$ cat config.mk
export PLATFORM = sky130hd
export DESIGN_NAME = pcm_tx_serializer
export DESIGN_NICKNAME = d
export VERILOG_FILES = /design/src/rtl/pcm_tx_pkg.sv /design/src/rtl/pcm_tx_edge.sv /design/src/rtl/pcm_tx_framer.sv /design/src/rtl/pcm_tx_shifter.sv /design/src/rtl/pcm_tx_serializer.sv
export SDC_FILE = /design/constraint.sdc
export NUM_CORES = 1
export LEC_CHECK = 0
export CELL_PAD_IN_SITES_DETAIL_PLACEMENT = 0
export CELL_PAD_IN_SITES_GLOBAL_PLACEMENT = 1
export CORE_MARGIN = 4
export CORE_UTILIZATION = 48
export DETAILED_ROUTE_END_ITERATION = 10
export PLACE_DENSITY_LB_ADDON = 0.1
export SYNTH_ARGS = -nofsm -noshare
export SYNTH_HDL_FRONTEND = slang
export SYNTH_SLANG_ARGS = --single-unit
$ cat constraint.sdc
create_clock -name clk -period 7.8 [get_ports clk]
set_input_delay 0.78 -clock clk [delete_from_list [all_inputs] [get_ports clk]]
set_output_delay 0.78 -clock clk [all_outputs]
set_load 0.01 [all_outputs]
$ cat src/rtl/pcm_tx_pkg.sv
package pcm_tx_pkg;
  typedef struct packed {
    logic t1;
    logic bus;
    logic sparse;
    logic rsv;
    logic clk_inv;
    logic sync_inv;
    logic master;
  } cfg_t;

  typedef struct packed {
    logic start;
    logic pay;
  } slot_info_t;
endpackage

$ cat src/rtl/pcm_tx_edge.sv
module pcm_tx_edge (
  input  logic clk,
  input  logic rst,
  input  logic bclk,
  input  logic sync_in,
  input  logic clk_inv,
  input  logic sync_inv,
  output logic tick,
  output logic sync_hit
);
  logic b1, b2, s1;

  always_ff @(posedge clk) begin
    if (rst) begin
      b1 <= 1'b0;
      b2 <= 1'b0;
      s1 <= 1'b0;
    end else begin
      b1 <= bclk ^ clk_inv;
      b2 <= b1;
      s1 <= sync_in ^ sync_inv;
    end
  end

  assign tick     = b1 & ~b2;
  assign sync_hit = s1;

  // an active edge yields a single tick
  p_tick_single_r8: assert property (@(posedge clk) disable iff (rst) tick |=> !tick);
endmodule

$ cat src/rtl/pcm_tx_framer.sv
module pcm_tx_framer import pcm_tx_pkg::*; #(
  parameter int SLOT_BITS   = 8,
  parameter int FRAME_SLOTS = 32,
  parameter int T1_SLOTS    = 24,
  parameter int GROUP       = 4
) (
  input  logic clk,
  input  logic rst,
  input  logic en,
  input  cfg_t cfg,
  input  logic tick,
  input  logic sync_hit,
  output logic ld,
  output logic ld_pay,
  output logic req,
  output logic sync_out,
  output logic sync_err
);
  localparam int BUS_LEN = FRAME_SLOTS * SLOT_BITS;
  localparam int T1G_LEN = T1_SLOTS * SLOT_BITS + 1;
  localparam int POS_W   = $clog2(BUS_LEN);

  logic [POS_W-1:0] pos, last, advance, pos_nxt, pos_n2;
  logic             locked, realign, sinv;
  slot_info_t       info_n, info_n2;

  function automatic slot_info_t decode(input logic [POS_W-1:0] p, input cfg_t c);
    slot_info_t r;
    int idx, slot;
    r = '0;
    if (c.t1 && !c.bus) begin
      if (p == '0) begin
        r.start = 1'b1;
        r.pay   = 1'b0;
      end else begin
        idx     = int'(p) - 1;
        slot    = idx / SLOT_BITS;
        r.start = (idx % SLOT_BITS) == 0;
        r.pay   = !(c.rsv && slot == T1_SLOTS - 1);
      end
    end else begin
      idx     = int'(p);
      slot    = idx / SLOT_BITS;
      r.start = (idx % SLOT_BITS) == 0;
      if (!c.t1)
        r.pay = (slot != 0) && (slot != FRAME_SLOTS / 2);
      else if (!c.sparse)
        r.pay = slot < (c.rsv ? T1_SLOTS - 1 : T1_SLOTS);
      else
        r.pay = ((slot % GROUP) != 0) && !(c.rsv && slot == FRAME_SLOTS - 1);
    end
    return r;
  endfunction

  always_comb begin
    sinv    = cfg.sync_inv & ~cfg.bus;
    last    = (cfg.t1 && !cfg.bus) ? POS_W'(T1G_LEN - 1) : POS_W'(BUS_LEN - 1);
    advance = (pos == last) ? '0 : pos + POS_W'(1);
    realign = !cfg.master && sync_hit;
    pos_nxt = realign ? '0 : advance;
    pos_n2  = (pos_nxt == last) ? '0 : pos_nxt + POS_W'(1);
    info_n  = decode(pos_nxt, cfg);
    info_n2 = decode(pos_n2, cfg);
  end

  assign ld     = info_n.start;
  assign ld_pay = info_n.pay;
  assign req    = info_n2.start & info_n2.pay;

  always_ff @(posedge clk) begin
    if (rst) begin
      pos      <= last;
      locked   <= 1'b0;
      sync_out <= sinv;
      sync_err <= 1'b0;
    end else if (!en) begin
      pos      <= last;
      locked   <= 1'b0;
      sync_out <= sinv;
    end else if (tick) begin
      pos      <= pos_nxt;
      locked   <= locked | realign;
      sync_out <= (cfg.master && pos_nxt == '0) ^ sinv;
      if (realign && locked && advance != '0)
        sync_err <= 1'b1;
    end
  end

  // position never leaves the frame
  p_pos_range_r1: assert property (@(posedge clk) disable iff (rst) pos <= last);
  // an active generated sync only at frame start
  p_sync_start_r2: assert property (@(posedge clk) disable iff (rst)
    (cfg.master && (sync_out ^ sinv)) |-> pos == '0);
  // error flag is sticky
  p_err_sticky_r9: assert property (@(posedge clk) disable iff (rst) sync_err |=> sync_err);
endmodule

$ cat src/rtl/pcm_tx_shifter.sv
module pcm_tx_shifter #(
  parameter int SLOT_BITS = 8
) (
  input  logic                 clk,
  input  logic                 rst,
  input  logic                 en,
  input  logic                 tick,
  input  logic                 ld,
  input  logic                 ld_pay,
  input  logic                 req,
  input  logic [SLOT_BITS-1:0] byte_in,
  output logic                 byte_req,
  output logic                 ser_data
);
  logic [SLOT_BITS-1:0] shreg, hold;

  always_ff @(posedge clk) begin
    if (rst) begin
      shreg    <= '1;
      hold     <= '1;
      byte_req <= 1'b0;
    end else begin
      byte_req <= en && tick && req;
      if (byte_req)
        hold <= byte_in;
      if (!en)
        shreg <= '1;
      else if (tick) begin
        if (ld)
          shreg <= ld_pay ? hold : '1;
        else
          shreg <= {shreg[SLOT_BITS-2:0], 1'b1};
      end
    end
  end

  assign ser_data = shreg[SLOT_BITS-1];

  // request lasts one system clock
  p_req_pulse_r7: assert property (@(posedge clk) disable iff (rst) byte_req |=> !byte_req);
endmodule

$ cat src/rtl/pcm_tx_serializer.sv
module pcm_tx_serializer import pcm_tx_pkg::*; #(
  parameter int SLOT_BITS   = 8,
  parameter int FRAME_SLOTS = 32,
  parameter int T1_SLOTS    = 24
) (
  input  logic                 clk,
  input  logic                 rst,
  input  logic                 en,
  input  logic                 cfg_t1,
  input  logic                 cfg_bus,
  input  logic                 cfg_sparse,
  input  logic                 cfg_rsv_last,
  input  logic                 cfg_clk_inv,
  input  logic                 cfg_sync_inv,
  input  logic                 cfg_sync_master,
  input  logic                 bclk,
  input  logic                 sync_in,
  input  logic [SLOT_BITS-1:0] byte_in,
  output logic                 byte_req,
  output logic                 ser_data,
  output logic                 ser_oe,
  output logic                 sync_out,
  output logic                 sync_oe,
  output logic                 sync_err
);
  cfg_t cfg;
  logic tick, sync_hit, ld, ld_pay, req;

  assign cfg = '{t1: cfg_t1, bus: cfg_bus, sparse: cfg_sparse, rsv: cfg_rsv_last,
                 clk_inv: cfg_clk_inv, sync_inv: cfg_sync_inv, master: cfg_sync_master};

  pcm_tx_edge u_edge (
    .clk(clk), .rst(rst), .bclk(bclk), .sync_in(sync_in),
    .clk_inv(cfg_clk_inv & ~cfg_bus), .sync_inv(cfg_sync_inv & ~cfg_bus),
    .tick(tick), .sync_hit(sync_hit)
  );

  pcm_tx_framer #(.SLOT_BITS(SLOT_BITS), .FRAME_SLOTS(FRAME_SLOTS), .T1_SLOTS(T1_SLOTS)) u_framer (
    .clk(clk), .rst(rst), .en(en), .cfg(cfg), .tick(tick), .sync_hit(sync_hit),
    .ld(ld), .ld_pay(ld_pay), .req(req), .sync_out(sync_out), .sync_err(sync_err)
  );

  pcm_tx_shifter #(.SLOT_BITS(SLOT_BITS)) u_shift (
    .clk(clk), .rst(rst), .en(en), .tick(tick), .ld(ld), .ld_pay(ld_pay), .req(req),
    .byte_in(byte_in), .byte_req(byte_req), .ser_data(ser_data)
  );

  always_ff @(posedge clk) begin
    if (rst) begin
      ser_oe  <= 1'b0;
      sync_oe <= 1'b0;
    end else begin
      ser_oe  <= en;
      sync_oe <= en & cfg_sync_master;
    end
  end

  // disabling floats the outputs on the next clock
  p_oe_off_r10: assert property (@(posedge clk) disable iff (rst) !en |=> (!ser_oe && !sync_oe));
  // no request while outputs are floated
  p_req_enabled_r10: assert property (@(posedge clk) disable iff (rst) byte_req |-> ser_oe);
endmodule

# --- Word-level counts from Yosys, hierarchy flattened ---
# Cells that the tools add are included.
totals:
  regBits: 33
  word_cells: 100
op_classes:
  add_sub_neg: 6
  n_lt_le_gt_ge: 2
  eq_ne: 9
  mux: 21
  n_bitwise: 14
  reduce_logical: 36
op_table:
  columns: ["op", "count"]
  rows:
  - ["32-bit logical NOT", 4]
  - ["32-bit nonzero test", 4]
  - ["32-bit by 1-bit adder with 32-bit output", 2]
  - ["32-bit by 6-bit equality test with 1-bit output, second input constant", 2]
  - ["6-bit by 32-bit less-than comparator with 1-bit output", 2]
  - ["8-bit 2-to-1 mux", 8]
  - ["8-bit by 1-bit subtractor with 9-bit output, second input constant", 2]
  - ["8-bit by 1-bit adder with 8-bit output, second input constant", 2]
  - ["8-bit equality test", 2]
  - ["8-bit logical NOT", 2]
  - ["1-bit logical AND", 15]
  - ["5-bit by 1-bit equality test with 1-bit output, second input constant", 2]
  - ["5-bit != test, second input constant", 2]
  - ["2-bit 2-to-1 mux", 4]
  - ["8-bit nonzero test", 1]
  - ["1-bit AND", 7]
  - ["1-bit 2-to-1 mux", 7]
  - ["1-bit logical NOT", 6]
  - ["6-bit 2-to-1 mux", 1]
  - ["3-bit OR reduction", 2]
  - ["4-bit 2-to-1 mux", 1]
  - ["3-bit by 2-bit != test with 1-bit output, second input constant", 1]
  - ["1-bit NOT", 3]
  - ["3-bit AND reduction", 1]
  - ["other kinds (3)", 5]

# --- Depth between registers and ports, before layout ---
logic_depth:
  word_depth: 19
  depth_mapped: 26

# --- Modules after synthesis ---
# Synthesis repeated with hierarchy kept, for this count alone.
unflattened:
  hier_cells: 348
  area_unflattened_um2: 2992.9
modules_own_cells:
  columns: ["mod", "n_inst", "cells_each", "area_each_um2", "seq_area_each_um2"]
  rows:
  - ["pcm_tx_framer", 1, 262, 2103.3, 310.3]
  - ["pcm_tx_shifter", 1, 71, 719.4, 340.3]
  - ["pcm_tx_edge", 1, 9, 97.6, 60.1]
  - ["pcm_tx_serializer", 1, 6, 72.6, 40.0]

# --- Worst setup path before layout ---
# No wires, ideal clock.
synth_timing:
  path_kind: "in2reg"
  start: "input port cfg_t1"
  end: "register u_shift.byte_req"
  setup_ps: 125
  t_arrival_ps: 5308
  required_ps: 7675
  setup_slack_ps: 2367
  path_stages: 25
  cell_sequence: "nor2b_4 -> buf_6 -> or3_4 -> a21oi_2 -> nor2_1 -> nand2_1 -> inv_1 -> ha_1 -> and2_1 -> a31o_2 -> and2_1 -> o21ai_0 -> a31oi_1 -> nor3_1 -> ha_1 -> clkbuf_1 -> nand2_1 -> ha_1 -> nor4b_1 -> nand4_1 -> nor4b_1 -> o2111a_1 -> o2111ai_1 -> o21ai_0 -> a211oi_2"
synth_via:
  elab_chain_len: 18
  elab_cells_between_ends: 33
  classes_between: "add/sub (3); order compare (1); eq/ne (5); mux (8); bitwise (2); reduce/logical (14)"
synth_rtl:
  columns: ["item", "line", "rtl"]
  rows:
  - ["from (decl)", "pcm_tx_serializer.sv:9", "input logic cfg_t1,"]
  - ["1-bit logical AND", "pcm_tx_framer.sv:31, pcm_tx_framer.sv:57", null]
  - ["6-bit 2-to-1 mux", "pcm_tx_framer.sv:57", "last = (cfg.t1 && !cfg.bus) ? POS_W'(T1G_LEN - 1) : POS_W'(BUS_LEN - 1);"]
  - ["8-bit equality test", "pcm_tx_framer.sv:58", "advance = (pos == last) ? '0 : pos + POS_W'(1);"]
  - ["8-bit 2-to-1 mux", "pcm_tx_framer.sv:58", null]
  - ["8-bit 2-to-1 mux", "pcm_tx_framer.sv:60", "pos_nxt = realign ? '0 : advance;"]
  - ["8-bit by 1-bit adder with 8-bit output or 8-bit equality test (tied branches)", "pcm_tx_framer.sv:61", "pos_n2 = (pos_nxt == last) ? '0 : pos_nxt + POS_W'(1);"]
  - ["8-bit 2-to-1 mux", "pcm_tx_framer.sv:61", null]
  - ["8-bit by 1-bit subtractor with 9-bit output", "pcm_tx_framer.sv:36", "idx = int'(p) - 1;"]
  - ["[2 not listed]", null, null]
  - ["32-bit by 1-bit adder with 32-bit output (no source line)", null, null]
  - ["32-bit by 6-bit equality test with 1-bit output", "pcm_tx_framer.sv:39", "r.pay = !(c.rsv && slot == T1_SLOTS - 1);"]
  - ["1-bit logical AND", "pcm_tx_framer.sv:39", null]
  - ["1-bit logical NOT", "pcm_tx_framer.sv:39", null]
  - ["2-bit 2-to-1 mux", "pcm_tx_framer.sv:32", "if (p == '0) begin"]
  - ["2-bit 2-to-1 mux (*)", "pcm_tx_framer.sv:31", "if (c.t1 && !c.bus) begin"]
  - ["1-bit AND (*)", "pcm_tx_framer.sv:68", "assign req = info_n2.start & info_n2.pay;"]
  - ["1-bit logical AND (*)", "pcm_tx_shifter.sv:23", "byte_req <= en && tick && req;"]
  - ["to (signal assigned)", "pcm_tx_shifter.sv:23", null]
  - ["to (decl)", "pcm_tx_shifter.sv:12", "output logic byte_req,"]
# Every way passes the cells marked *; elsewhere a longest branch is shown, timed or not.
# A chain may end at the register's enable or synchronous reset.

# --- Final worst setup path ---
# Ends and elaborated chain as after synthesis.

==> reports/results.ini <==
[outcome]
status = completed

[clock_tree]
path_clk_slew_ns = 0.07
post_cts_buffers = 0
hold_buffers = 0
htreeDepth = 2
cts.path.max_buffers = 2
clkLatencyLatePin_ns = 0.28
numCtsBuffers = 5
postCtsResizedCells = 0
clockRootBuffer = clkbuf_8
numClockSinks = 33
cts_tree = yes

[yosys]
syn_nets = 437
synth-main-ff-cell = dfxtp_1
syn_inst = 389
synth-edff-count = 9
synthTopCellsByCount = nand2_1, ha_1, dfxtp_1, nor2_1, o21ai_0
yosysMostFrequentCell = nand2_1
yosys_warnings = 0
synth_top_area_share_pct = 15.3
ys_seq_area_share_pct = 23.9
syn_area_mm2 = 0.00314
syn_area_per_cell_um2 = 8.07
yosys.area.top_type = dfxtp_1
synthTopCellsByArea = dfxtp_1, ha_1, edfxtp_1, nand2_1, xnor2_1
ys_seq_elements = 33
async_flop_share_pct = 0
yosysUniqueCellTypes = 62

[detailed_routing]
vias_per_cell = 6.41
first_pass_iters = 5
wl_per_cell_um = 17.5
drtIter0Drc = 215
routed_wl_um = 8460
remaining_drc_errors = 0
antenna_left = 0
num_vias = 3097

[sta]
rsz0062_at_grt = false
period_share_pct = 84.9
hold_ws_ns = 0.479
worst_pin_slew_ns = 0.820
finalSetupViolCount = 0
tns_ns = 0
fmax_mhz = 151
hold_violations = 0
fin_ws_ns = 1.18
slew_viol_final = 0
min_period_ns = 6.62
clock_skew_ns = 0.00763
relSlewSlack_pct = 44.8

[floorplan]
rows = 29
die-area_mm2 = 0.00790
start_util_pct = 49.4
die_width_um = 88.9
core_mm2 = 0.00635
die_y_um = 88.9
io_pins = 26

[hold_path]
hp-class = flip-flop to flip-flop
hp-start = u_edge.b1

[setup_path]
critPathMaxFanout = 10
reg2reg_from = u_framer.pos[2]
critPathRequiredTime_ns = 7.97
end_kind = flip-flop
cp_slowest_stage_delay_ns = 0.54
worstSetupPathType = input port to flip-flop
crit_start = cfg_t1
critPathLaunchType = input port
cpMaxStageDelayCell = clkdlybuf4s50_1
worstPathArrival_ns = 6.79
cpMostUsedCell = ha_1

[global_route]
antenna_found_initial = 0
grt.met2_usage_pct = 32.5
grt_max_degree = 21
grt_pass1_wl_um = 13400
grt_pass1_vias = 2734
busiest_layer = met1
grt_use_met3_pct = 2.98
met1_usage_pct = 33.0
grt_usage_pct = 21.8
grt-ovfl-total = 0

[place]
gp_congestion = 0.865
hpwlAfterDp_um = 6620
place_ws_ns = 0.976
io_buffers = 25
place_area_mm2 = 0.00341

[power]
leakage_nw = 1.27
powerDensity_mw_per_mm2 = 169
peakVddDrop_mv = 0.132

[finish]
layout-drive-gt1-share_pct = 6.16
nets = 453
final_area_mm2 = 0.00353
syn_to_final_growth_pct = 12.4
n_antenna_cell = 0

[run]
drv_cap = 0

[worst max-delay path, delay by kind of cell]
kind	cells	cell delay, ns
AOI/OAI and AO/OA	8	1.78
and+or+nand+nor	11	2.43
buffers and inverters	2	0.63
adders and majority gates	4	1.15
[per-layer routing]
metal,share of wire [%],up-vias
li1,-,1520
met1,49,1455
met2,44,108
met3,5.9,14
met4,1.7,0
met5,0,-
[final timing paths]
kind,cells after the start,slack [ns],to
worst max-delay path,25,1.18,u_shift.byte_req
worst min-delay path,1,0.48,u_edge.b2
worst min register to register,1,0.48,u_edge.b2
worst max register to register,24,1.64,u_shift.byte_req
[cell type report]
cell class                 count  area, um2
fill                         587       2820
tap                           77       96.3
timing repair buffer          26        258
multi-input combinational    326       2250
clock inverter                 2       37.5
clock buffer                   6       82.6
inverter                      13       48.8
sequential                    33        751
[per-stage QoR]
step	std cells	utilization [%]	total power [W]
after detailed placement	475	53.7	0.000425
after CTS	483	55.6	0.000594
after global routing	483	55.6	0.000632
after floorplan	389	-	0.000362
final	483	55.6	0.000596
after global placement	475	53.7	0.000426
[registers in the layout (all words and copies together), names as in the netlist]
| register | cells |
|---|---|
| ser_oe | 1 |
| sync_oe | 1 |
| u_edge.b1 | 1 |
| u_edge.b2 | 1 |
| u_edge.sync_hit | 1 |
| u_framer.locked | 1 |
| u_framer.pos | 8 |
| u_framer.sync_err | 1 |
| u_framer.sync_out | 1 |
| u_shift.byte_req | 1 |
| u_shift.hold | 8 |
| u_shift.shreg | 8 |
[cell families after synthesis]
kind of cell / share of synthesized area, %
XOR/XNOR: 4.47
AND/OR/NAND/NOR: 29.5
flip-flops: 23.9
adder cells (fa/ha/maj): 11.2
buffers and inverters: 4.23
AO/OA/AOI/OAI: 26.7
[placed cells by master, fill, tap and decap left out, drive strengths merged, types with 4 or more instances in the layout]
cell,n
a211o,10
a211oi,5
a21oi,10
a221oi,7
a31oi,8
and2,9
and3,7
clkbuf,6
clkdlybuf4s50,25
dfxtp,24
edfxtp,9
ha,28
inv,13
nand2,42
nand2b,6
nand3,16
nand4,11
nor2,23
nor2b,18
nor3,13
nor4,5
o2111ai,4
o211ai,11
o21a,10
o21ai,25
o31ai,6
or3,7
xnor2,14
[report_power, final]
part / switching [W] / internal, W / leakage (nW)
Sequential: 0.0000104 / 0.000185 / 0.282
Clock: 0.0000649 / 0.000104 / 0.0574
Combinational: 0.000144 / 0.0000871 / 0.935
Note: power is estimated with default switching activity, not from simulation.
